--- src/rtl/ibcm_gate_ctrl.sv ---
module ibcm_gate_ctrl #(
  parameter int W  = 16,
  parameter int BW = 8
) (
  input  logic          clk,
  input  logic          rst_n,
  input  logic          en,
  input  logic          zcd,
  input  logic          master_sel,
  input  logic [W-1:0]  ton_cfg,
  input  logic [BW-1:0] blank_cfg,
  input  logic [W-1:0]  tmax_cfg,
  output logic          gate_a,
  output logic          gate_b,
  output logic [W-1:0]  period
);

  localparam logic [W-1:0] CNT_TOP = {W{1'b1}} - 1'b1;

  logic [W-1:0]  per_cnt, m_cnt, s_cnt, s_dly, ton_lat;
  logic [BW-1:0] blank_cnt;
  logic          skip, have_per, mst_b, sel_done, m_d, s_d;

  logic          m_on, s_on, edge_now, blanked, zok, wd, trig;
  logic [W-1:0]  meas, refp, half, lim, ton_eff;

  assign m_on     = m_cnt != '0;
  assign s_on     = s_cnt != '0;
  assign edge_now = (m_on != m_d) || (s_on != s_d);
  assign blanked  = (blank_cnt != '0) || (edge_now && blank_cfg != '0);
  assign zok      = en && zcd && !blanked;

  assign meas     = per_cnt + 1'b1;
  assign wd       = en && (meas >= tmax_cfg);
  assign trig     = en && (wd || (zok && !skip));

  assign refp     = have_per ? meas : tmax_cfg;
  assign half     = refp >> 1;
  assign lim      = half + (refp >> 4) + 1'b1;
  assign ton_eff  = (ton_cfg > lim) ? ton_cfg : lim;

  assign gate_a   = en && (mst_b ? s_on : m_on);
  assign gate_b   = en && (mst_b ? m_on : s_on);

  always_ff @(posedge clk or negedge rst_n) begin
    if (!rst_n) begin
      m_d       <= 1'b0;
      s_d       <= 1'b0;
      blank_cnt <= '0;
    end else begin
      m_d <= m_on;
      s_d <= s_on;
      if (edge_now)
        blank_cnt <= (blank_cfg == '0) ? '0 : blank_cfg - 1'b1;
      else if (blank_cnt != '0)
        blank_cnt <= blank_cnt - 1'b1;
    end
  end

  always_ff @(posedge clk or negedge rst_n) begin
    if (!rst_n) begin
      sel_done <= 1'b0;
      mst_b    <= 1'b0;
    end else if (!sel_done && en) begin
      sel_done <= 1'b1;
      mst_b    <= master_sel;
    end
  end

  always_ff @(posedge clk or negedge rst_n) begin
    if (!rst_n) begin
      per_cnt  <= '0;
      skip     <= 1'b0;
      have_per <= 1'b0;
      period   <= '0;
      ton_lat  <= '0;
    end else if (!en) begin
      per_cnt  <= '0;
      skip     <= 1'b0;
      have_per <= 1'b0;
    end else if (trig) begin
      per_cnt  <= '0;
      skip     <= 1'b1;
      have_per <= 1'b1;
      ton_lat  <= ton_eff;
      if (have_per) period <= meas;
    end else begin
      if (per_cnt != CNT_TOP) per_cnt <= per_cnt + 1'b1;
      if (zok) skip <= 1'b0;
    end
  end

  always_ff @(posedge clk or negedge rst_n) begin
    if (!rst_n) begin
      m_cnt <= '0;
      s_cnt <= '0;
      s_dly <= '0;
    end else if (!en) begin
      m_cnt <= '0;
      s_cnt <= '0;
      s_dly <= '0;
    end else begin
      if (trig)      m_cnt <= ton_eff;
      else if (m_on) m_cnt <= m_cnt - 1'b1;

      if (trig)                s_dly <= half;
      else if (s_dly != '0)    s_dly <= s_dly - 1'b1;

      if (trig && half == '0)        s_cnt <= ton_eff;
      else if (!trig && s_dly == 1)  s_cnt <= ton_lat;
      else if (s_on)                 s_cnt <= s_cnt - 1'b1;
    end
  end

endmodule


--- config.mk ---
export PLATFORM = sky130hd
export DESIGN_NAME = ibcm_gate_ctrl
export DESIGN_NICKNAME = d
export VERILOG_FILES = /design/src/rtl/ibcm_gate_ctrl.sv
export SDC_FILE = /design/constraint.sdc
export NUM_CORES = 1
export LEC_CHECK = 0
export ABC_AREA = 1
export BUFFER_PORTS_ARGS = -buffer_cell sky130_fd_sc_hd__buf_2
export CAP_MARGIN = 20
export CORE_MARGIN = 2
export CORE_UTILIZATION = 60
export CTS_CLUSTER_SIZE = 30
export DETAILED_ROUTE_END_ITERATION = 6
export PLACE_DENSITY = 0.79
export SYNTH_ARGS = -nofsm -noshare
export SYNTH_HDL_FRONTEND = slang
export SYNTH_SLANG_ARGS = --single-unit
--- constraint.sdc ---
create_clock -name clk -period 12.1 [get_ports clk]
set_input_delay 1.815 -clock clk [delete_from_list [all_inputs] [get_ports clk]]
set_output_delay 1.815 -clock clk [all_outputs]
set_load 0.02 [all_outputs]
==> flow_metrics.py, run 1 <==
metrics = {
    "synthesis": {
        "yosysTopAreaCell": "dfrtp_1",
        "synth.most_common_cell": "nand2_1",
        "syn-cell-area_um2": 8720,
        "async_flop_share_pct": 100,
        "ys_seq_area_share_pct": 31.6,
        "synthTopCellsByArea": "dfrtp_1 32%, nand2_1 13%, inv_1 8.1%",
        "synth_top_area_share_pct": 31.6,
        "synth-edff-count": 0,
        "yosysUniqueCellTypes": 46,
        "syn_nets": 1374,
        "synth-main-ff-cell": "dfrtp_1",
        "synth_area_per_cell_um2": 6.79,
        "synth_commonest_cells": "309 x nand2_1, 188 x inv_1, 129 x nand3_1, 128 x nor2_1, 110 x dfrtp_1",
        "syn-instance-count": 1284,
        "synth.ff_latch_count": 110,
        "ys_warn_count": 0,
    },
    "floorplan": {
        "fp.dieArea_um2": 15500,
        "start_util_pct": 60.7,
        "die_w_um": 125,
        "core_area_um2": 14400,
        "io_pins": 63,
        "chipHeight_um": 125,
        "row_count": 44,
    },
    "final_layout": {
        "insertedDiodeCount": 0,
        "syn_to_final_growth_pct": 8.21,
        "final_nets": 1419,
        "nFillCells": 1321,
        "layout-drive-gt1-share_pct": 10.5,
        "final_cell_area_um2": 9430,
    },
    "timing": {
        "setup-tns-final_ns": 0,
        "fin_skew_ns": 0.0136,
        "rsz0062_at_grt": "no",
        "worstMarginPinSlew_ns": 0.911,
        "finalCritPeriodShare_pct": 46.9,
        "drv_slew": 0,
        "finalSetupViolCount": 0,
        "hold_viol_final": 0,
        "period_needed_ns": 5.67,
        "fin_ws_ns": 6.43,
        "clock.fmax_ghz": 0.176,
        "slew_headroom_pct": 39.3,
    },
    "drt": {
        "routed_wl_um": 24000,
        "via_count": 8528,
        "drc_errors": 0,
        "wl_per_cell_um": 15.8,
        "via_per_inst": 5.62,
        "drt-initial-drc-count": 882,
        "final_antenna_net_count": 0,
        "firstDrtPassIters": 5,
    },
    "cts": {
        "cts_resized": 0,
        "root_buffer": "clkbuf_16",
        "clockBufferDepth": 2,
        "clkSinkCount": 110,
        "worstSkewPairLatency_ns": 0.37,
        "cts_tree": "done",
        "cts_setup_buffers": 0,
        "path_clk_slew_ns": 0.08,
        "hold_buffers": 0,
        "cts.htree.levels": 3,
        "cts-buffers-inserted": 9,
    },
    "placement": {
        "place.port_buffers": 62,
        "gp_congestion": 0.948,
        "hpwl_um": 18700,
        "placed_cell_area_um2": 9120,
        "dpl_worst_slack_ns": 6.16,
    },
    "critical_path": {
        "r2r-start": "per_cnt[0]$_DFFE_PN0P_",
        "worst_r2r_path_depth": 22,
        "critPathLaunchType": "primary input",
        "reg2reg_to": "s_cnt[8]$_DFFE_PN0P_",
        "cp_max_fo": 34,
        "rrSetupSlack_ns": 6.73,
        "path_class": "primary input to flop",
        "arrival_ns": 5.98,
        "worst_ep_required_time_ns": 12.41,
        "cp-startpoint": "blank_cfg[0]",
        "end_kind": "flop",
    },
    "flow_run": {
        "drv_cap": 0,
    },
    "grt": {
        "first_global_vias": 8033,
        "grt_pass1_wl_um": 39600,
        "grt_overflow_total": 0,
        "grt_max_degree": 74,
        "antenna_found_initial": 0,
        "grt_use_total_pct": 31.5,
    },
    "hold_path": {
        "holdPathEnd": "period[0]$_DFFE_PN0P_",
        "hp-class": "flop to flop",
        "hold_path_depth": 2,
        "min_from": "period[0]$_DFFE_PN0P_",
    },
    "power_and_ir_drop": {
        "p_leak_nw": 5.08,
        "total_power_w": 0.00163,
        "max-vdd-ir-drop_v": 0.0000926,
        "power.density_nw_per_um2": 173,
    },
    "status": {
        "status": "finished clean",
    },
}
==> cells in the final DEF, fill, tap and decap left out, types with 11 or more instances in the layout <==
| cell | count |
|---|---|
| nand2_1 | 309 |
| inv_1 | 188 |
| nand3_1 | 129 |
| nor2_1 | 128 |
| dfrtp_1 | 110 |
| a21oi_1 | 70 |
| buf_2 | 62 |
| ha_1 | 45 |
| o21ai_0 | 43 |
| xor2_1 | 31 |
| nand4_1 | 26 |
| xnor2_1 | 19 |
| nor3_1 | 17 |
| a211oi_1 | 15 |
| nand2_2 | 14 |
| nor2_2 | 11 |
| nand3_2 | 11 |
==> metrics by stage <==
step                      std cells  util [%]  hold WS [ns]
after global placement         1500      63.4         0.454
after floorplan                1284         -         0.443
after detailed placement       1501      63.5         0.471
after global routing           1518      65.7         0.512
after CTS                      1517      65.6         0.490
final                          1518      65.7         0.489
==> worst max path at each step <==
stage                        endpoint  slack, ns  depth (start not counted)
2_1_floorplan  ton_lat[7]$_DFFE_PN0P_       7.47                         27
3_3_place_gp     s_cnt[8]$_DFFE_PN0P_       6.15                         22
3_5_place_dp     s_cnt[9]$_DFFE_PN0P_       6.16                         18
4_1_cts         s_cnt[14]$_DFFE_PN0P_       6.50                         18
5_1_grt          s_cnt[0]$_DFFE_PN0P_       5.98                         22
6_report        s_cnt[10]$_DFFE_PN0P_       6.43                         18
==> worst max-delay path: stages <==
cell	delay, ns
buf_2	0.10
inv_1	0.09
ha_1	0.18
nand2_1	0.10
nor3_1	0.25
nor3b_1	0.30
nor2_2	0.15
nor2_1	0.16
nand2_1	0.08
nand2_2	0.56
inv_2	0.20
nor2_1	0.24
nand4_1	0.60
nand4_1	0.30
nand2_1	0.41
a21oi_1	0.27
nand2_1	0.08
inv_1	0.05
==> area by class of cell <==
cell class	instances	area, µm²	area share, %
Timing Repair Buffer	67	348	3.69
Inverter	194	728	7.72
Clock inverter	5	65.1	0.690
Clock buffer	11	243	2.57
Tap cell	184	230	2.44
Multi-Input combinational cell	947	5070	53.7
Sequential cell	110	2750	29.2
==> per-layer routing <==
layer | up-vias | GRT usage [%] | routed length [µm]
li1 | 4226 | - | -
met4 | 0 | 10.2 | 669
met1 | 3940 | 44.5 | 10800
met5 | - | 0 | 0
met2 | 315 | 49.7 | 10800
met3 | 47 | 5.03 | 1740
==> sequential cells by signal (all words and copies together), names as in the netlist, 8 cells and up <==
| register | count |
|---|---|
| ton_lat | 16 |
| period | 16 |
| s_cnt | 16 |
| per_cnt | 16 |
| s_dly | 16 |
| blank_cnt | 8 |
| m_cnt | 16 |
==> where the power goes <==
group | internal [W] | switching (W) | total [W]
Sequential | 0.000463 | 0.0000694 | 0.000532
Clock | 0.000169 | 0.000148 | 0.000317
Combinational | 0.000297 | 0.000488 | 0.000785
Total | 0.000929 | 0.000706 | 0.00163
==> cells by family (layout without fill, tap and decap cells) <==
| logic type | after synthesis | after routing | synth area share (%) |
|---|---|---|---|
| and+or+nand+nor | 694 | 694 | 36.5 |
| buffers and inverters | 227 | 277 | 10.3 |
| AOI/OAI and AO/OA | 157 | 157 | 10.0 |
| DFF | 110 | 110 | 31.6 |
| xor gates and xnor gates | 50 | 50 | 5.02 |
| adders and majority gates | 45 | 45 | 6.46 |
| muxes | 1 | 1 | 0.115 |
No activity file was read; power rests on OpenSTA's default activity.
==> run 2: changes to the inputs <==
--- a/config.mk
+++ b/config.mk
@@ -5,14 +5,14 @@
 export SDC_FILE = /design/constraint.sdc
 export NUM_CORES = 1
 export LEC_CHECK = 0
-export ABC_AREA = 1
+export ABC_AREA = 0
 export BUFFER_PORTS_ARGS = -buffer_cell sky130_fd_sc_hd__buf_2
 export CAP_MARGIN = 20
 export CORE_MARGIN = 2
-export CORE_UTILIZATION = 60
+export CORE_UTILIZATION = 55
 export CTS_CLUSTER_SIZE = 30
 export DETAILED_ROUTE_END_ITERATION = 6
-export PLACE_DENSITY = 0.79
+export PLACE_DENSITY = 0.77
 export SYNTH_ARGS = -nofsm -noshare
 export SYNTH_HDL_FRONTEND = slang
 export SYNTH_SLANG_ARGS = --single-unit
==> constraint.sdc (replaced) <==
create_clock -name clk -period 4.8 [get_ports clk]
set_input_delay 0.72 -clock clk [delete_from_list [all_inputs] [get_ports clk]]
set_output_delay 0.72 -clock clk [all_outputs]
set_load 0.02 [all_outputs]
==> run 2 against run 1 <==
The flow now finishes with violations (setup timing). Flip-flop and latch count is the same. Global-route usage shrank 3.1 points. Clock skew about the same. Critical path depth is 4 higher. Die area unchanged. Via count fell by 9.5%. Cell count decreased by 16%. Setup slack got worse by 6.6 ns. Largest cell class unchanged. Largest power group unchanged.
==> flow_metrics.py, run 2 <==
metrics = {
    "critical_path": {
        "end_kind": "flop",
        "critPathLaunchType": "flop",
        "cp-startpoint": "per_cnt[8]$_DFFE_PN0P_",
        "worst_ep_required_time_ns": 5.09,
        "path_class": "flop to flop",
        "cp_max_fo": 8,
        "arrival_ns": 5.28,
        "r2r-start": "per_cnt[8]$_DFFE_PN0P_",
    },
    "drt": {
        "final_antenna_net_count": 0,
        "via_count": 7715,
        "wl_per_cell_um": 18.1,
        "firstDrtPassIters": 5,
        "drc_errors": 0,
        "routed_wl_um": 23000,
        "via_per_inst": 6.07,
        "drt-initial-drc-count": 844,
    },
    "grt": {
        "grt_use_total_pct": 28.3,
        "grt_overflow_total": 0,
        "antenna_found_initial": 0,
        "grt_pass1_wl_um": 35800,
        "first_global_vias": 7067,
        "grt_max_degree": 77,
    },
    "timing": {
        "finalSetupViolCount": 47,
        "fin_skew_ns": 0.0139,
        "drv_slew": 0,
        "hold_viol_final": 0,
        "setup-tns-final_ns": -6.01,
        "worstMarginPinSlew_ns": 0.782,
        "period_needed_ns": 4.99,
        "clock.fmax_ghz": 0.200,
        "finalCritPeriodShare_pct": 104,
        "slew_headroom_pct": 47.4,
        "rsz0062_at_grt": "yes",
        "fin_ws_ns": -0.189,
    },
    "synthesis": {
        "syn-cell-area_um2": 7990,
        "syn_nets": 1010,
        "yosysTopAreaCell": "dfrtp_1",
        "synth_commonest_cells": "110 x dfrtp_1, 84 x nor2_1, 77 x nand2_1, 74 x inv_1, 65 x a21oi_1",
        "synth.most_common_cell": "dfrtp_1",
        "synth_area_per_cell_um2": 8.69,
        "ys_seq_area_share_pct": 34.4,
        "yosysUniqueCellTypes": 82,
        "syn-instance-count": 920,
        "async_flop_share_pct": 100,
        "synth-edff-count": 0,
        "synthTopCellsByArea": "dfrtp_1 34%, ha_1 7.0%, xor2_1 4.3%",
        "synth.ff_latch_count": 110,
        "ys_warn_count": 0,
        "synth_top_area_share_pct": 34.4,
        "synth-main-ff-cell": "dfrtp_1",
    },
    "final_layout": {
        "layout.cells.most_common": "buf_4",
        "fin_util_pct": 70.7,
        "syn_to_final_growth_pct": 27.1,
        "layout-drive-gt1-share_pct": 29.7,
        "insertedDiodeCount": 0,
        "layout_common_cells": "120 x buf_4, 107 x dfrtp_1, 84 x nor2_1",
        "final_nets": 1171,
        "layout.cells.non_filler": 1270,
    },
    "cts": {
        "worstSkewPairLatency_ns": 0.37,
        "cts_tree": "done",
        "path_clk_slew_ns": 0.08,
        "cts.htree.levels": 3,
        "clockBufferDepth": 2,
        "root_buffer": "clkbuf_16",
        "clkSinkCount": 110,
        "hold_buffers": 0,
        "cts-buffers-inserted": 9,
    },
    "floorplan": {
        "die_w_um": 125,
        "io_pins": 63,
        "core_area_um2": 14400,
        "start_util_pct": 55.6,
        "chipHeight_um": 125,
        "fp.dieArea_um2": 15500,
        "row_count": 44,
    },
    "flow_run": {
        "drv_cap": 0,
    },
    "status": {
        "status": "finished, violations left",
        "violations": "setup timing",
    },
    "placement": {
        "gp_congestion": 0.927,
        "place.port_buffers": 62,
        "dp.cells": 1227,
        "dpl_worst_slack_ns": -0.321,
        "hpwl_um": 16100,
    },
    "power_and_ir_drop": {
        "max-vdd-ir-drop_v": 0.000265,
        "p_leak_nw": 4.98,
        "total_power_w": 0.00456,
        "power.density_nw_per_um2": 449,
    },
    "hold_path": {
        "hp-class": "primary input to asynchronous set/reset pin",
    },
}
-- run 2: worst max-delay path: stages (launching register included) --
cell and delay, ns:
dfrtp_1 0.38, nand4_1 0.13, buf_4 0.17, buf_2 0.14
buf_4 0.16, o31ai_2 0.37, a31oi_4 0.19, ha_1 0.36
a21oi_2 0.14, o31ai_2 0.09, a21oi_2 0.19, buf_4 0.16
o21bai_4 0.06, xnor2_2 0.15, ha_1 0.36, nand2_1 0.09
or4_1 0.53, a32o_2 0.30, a21boi_4 0.18, buf_12 0.16
buf_6 0.11, mux2_4 0.32, o21ai_2 0.12
-- run 2: path summary, 6_finish.rpt --
kind                                           to  depth (start not counted)  slack, ns
hold reg to reg             period[5]$_DFFE_PN0P_                          2       0.48
hold / removal              s_cnt[14]$_DFFE_PN0P_                          1       0.24
min in group clk            period[5]$_DFFE_PN0P_                          2       0.48
max in group asynchronous  per_cnt[4]$_DFFE_PN0P_                          3       3.45
setup / recovery           ton_lat[8]$_DFFE_PN0P_                         22      -0.19
setup reg to reg           ton_lat[8]$_DFFE_PN0P_                         22      -0.19
-- run 2: final cells by class --
| cell class | instances | area (µm²) |
|---|---|---|
| Clock buffer | 12 | 246 |
| Timing Repair Buffer | 192 | 1360 |
| Inverter | 74 | 278 |
| Clock inverter | 4 | 77.6 |
| Fill cell | 1011 | 4220 |
| Multi-Input combinational cell | 694 | 5210 |
| Sequential cell | 110 | 2760 |
| Tap cell | 184 | 230 |
-- run 2: kinds of logic (layout without fill, tap and decap cells) --
family | after synthesis | after routing | synth area share [%]
buffers and inverters | 117 | 282 | 5.97
AOI/OAI and AO/OA | 246 | 246 | 20.9
adders and majority gates | 47 | 47 | 7.31
xor gates and xnor gates | 83 | 83 | 9.91
and+or+nand+nor | 295 | 296 | 18.4
muxes | 22 | 22 | 3.07
DFF | 110 | 110 | 34.4
-- run 2: metrics by stage --
| stage | hold slack, ns | cell area (µm²) |
|---|---|---|
| global route | 0.271 | 10200 |
| detailed placement | 0.469 | 9140 |
| global placement | 0.458 | 9140 |
| CTS | 0.487 | 9570 |
| finish | 0.243 | 10200 |
| floorplan | 0.424 | 8000 |
-- run 2: per-layer routing --
layer / GRT usage (%) / up-vias / wire length, µm
li1: - / 3591 / -
met1: 40.3 / 3751 / 10200
met2: 44.6 / 322 / 10900
met3: 5.76 / 51 / 1590
met4: 7.27 / 0 / 421
met5: 0 / - / 0
-- run 2: power by group --
group          internal, W  switching, W
sequential         0.00118      0.000216
clock             0.000476      0.000361
combinational      0.00104       0.00128
total              0.00270       0.00186
-- run 2: repair_timing --
item | in CTS | in global routing
resized for setup | 11 | 93
cloned | 0 | 2
endpoints found under the setup margin | 47 | 47
buffers inserted | 4 | 20
pin swaps | 2 | 47
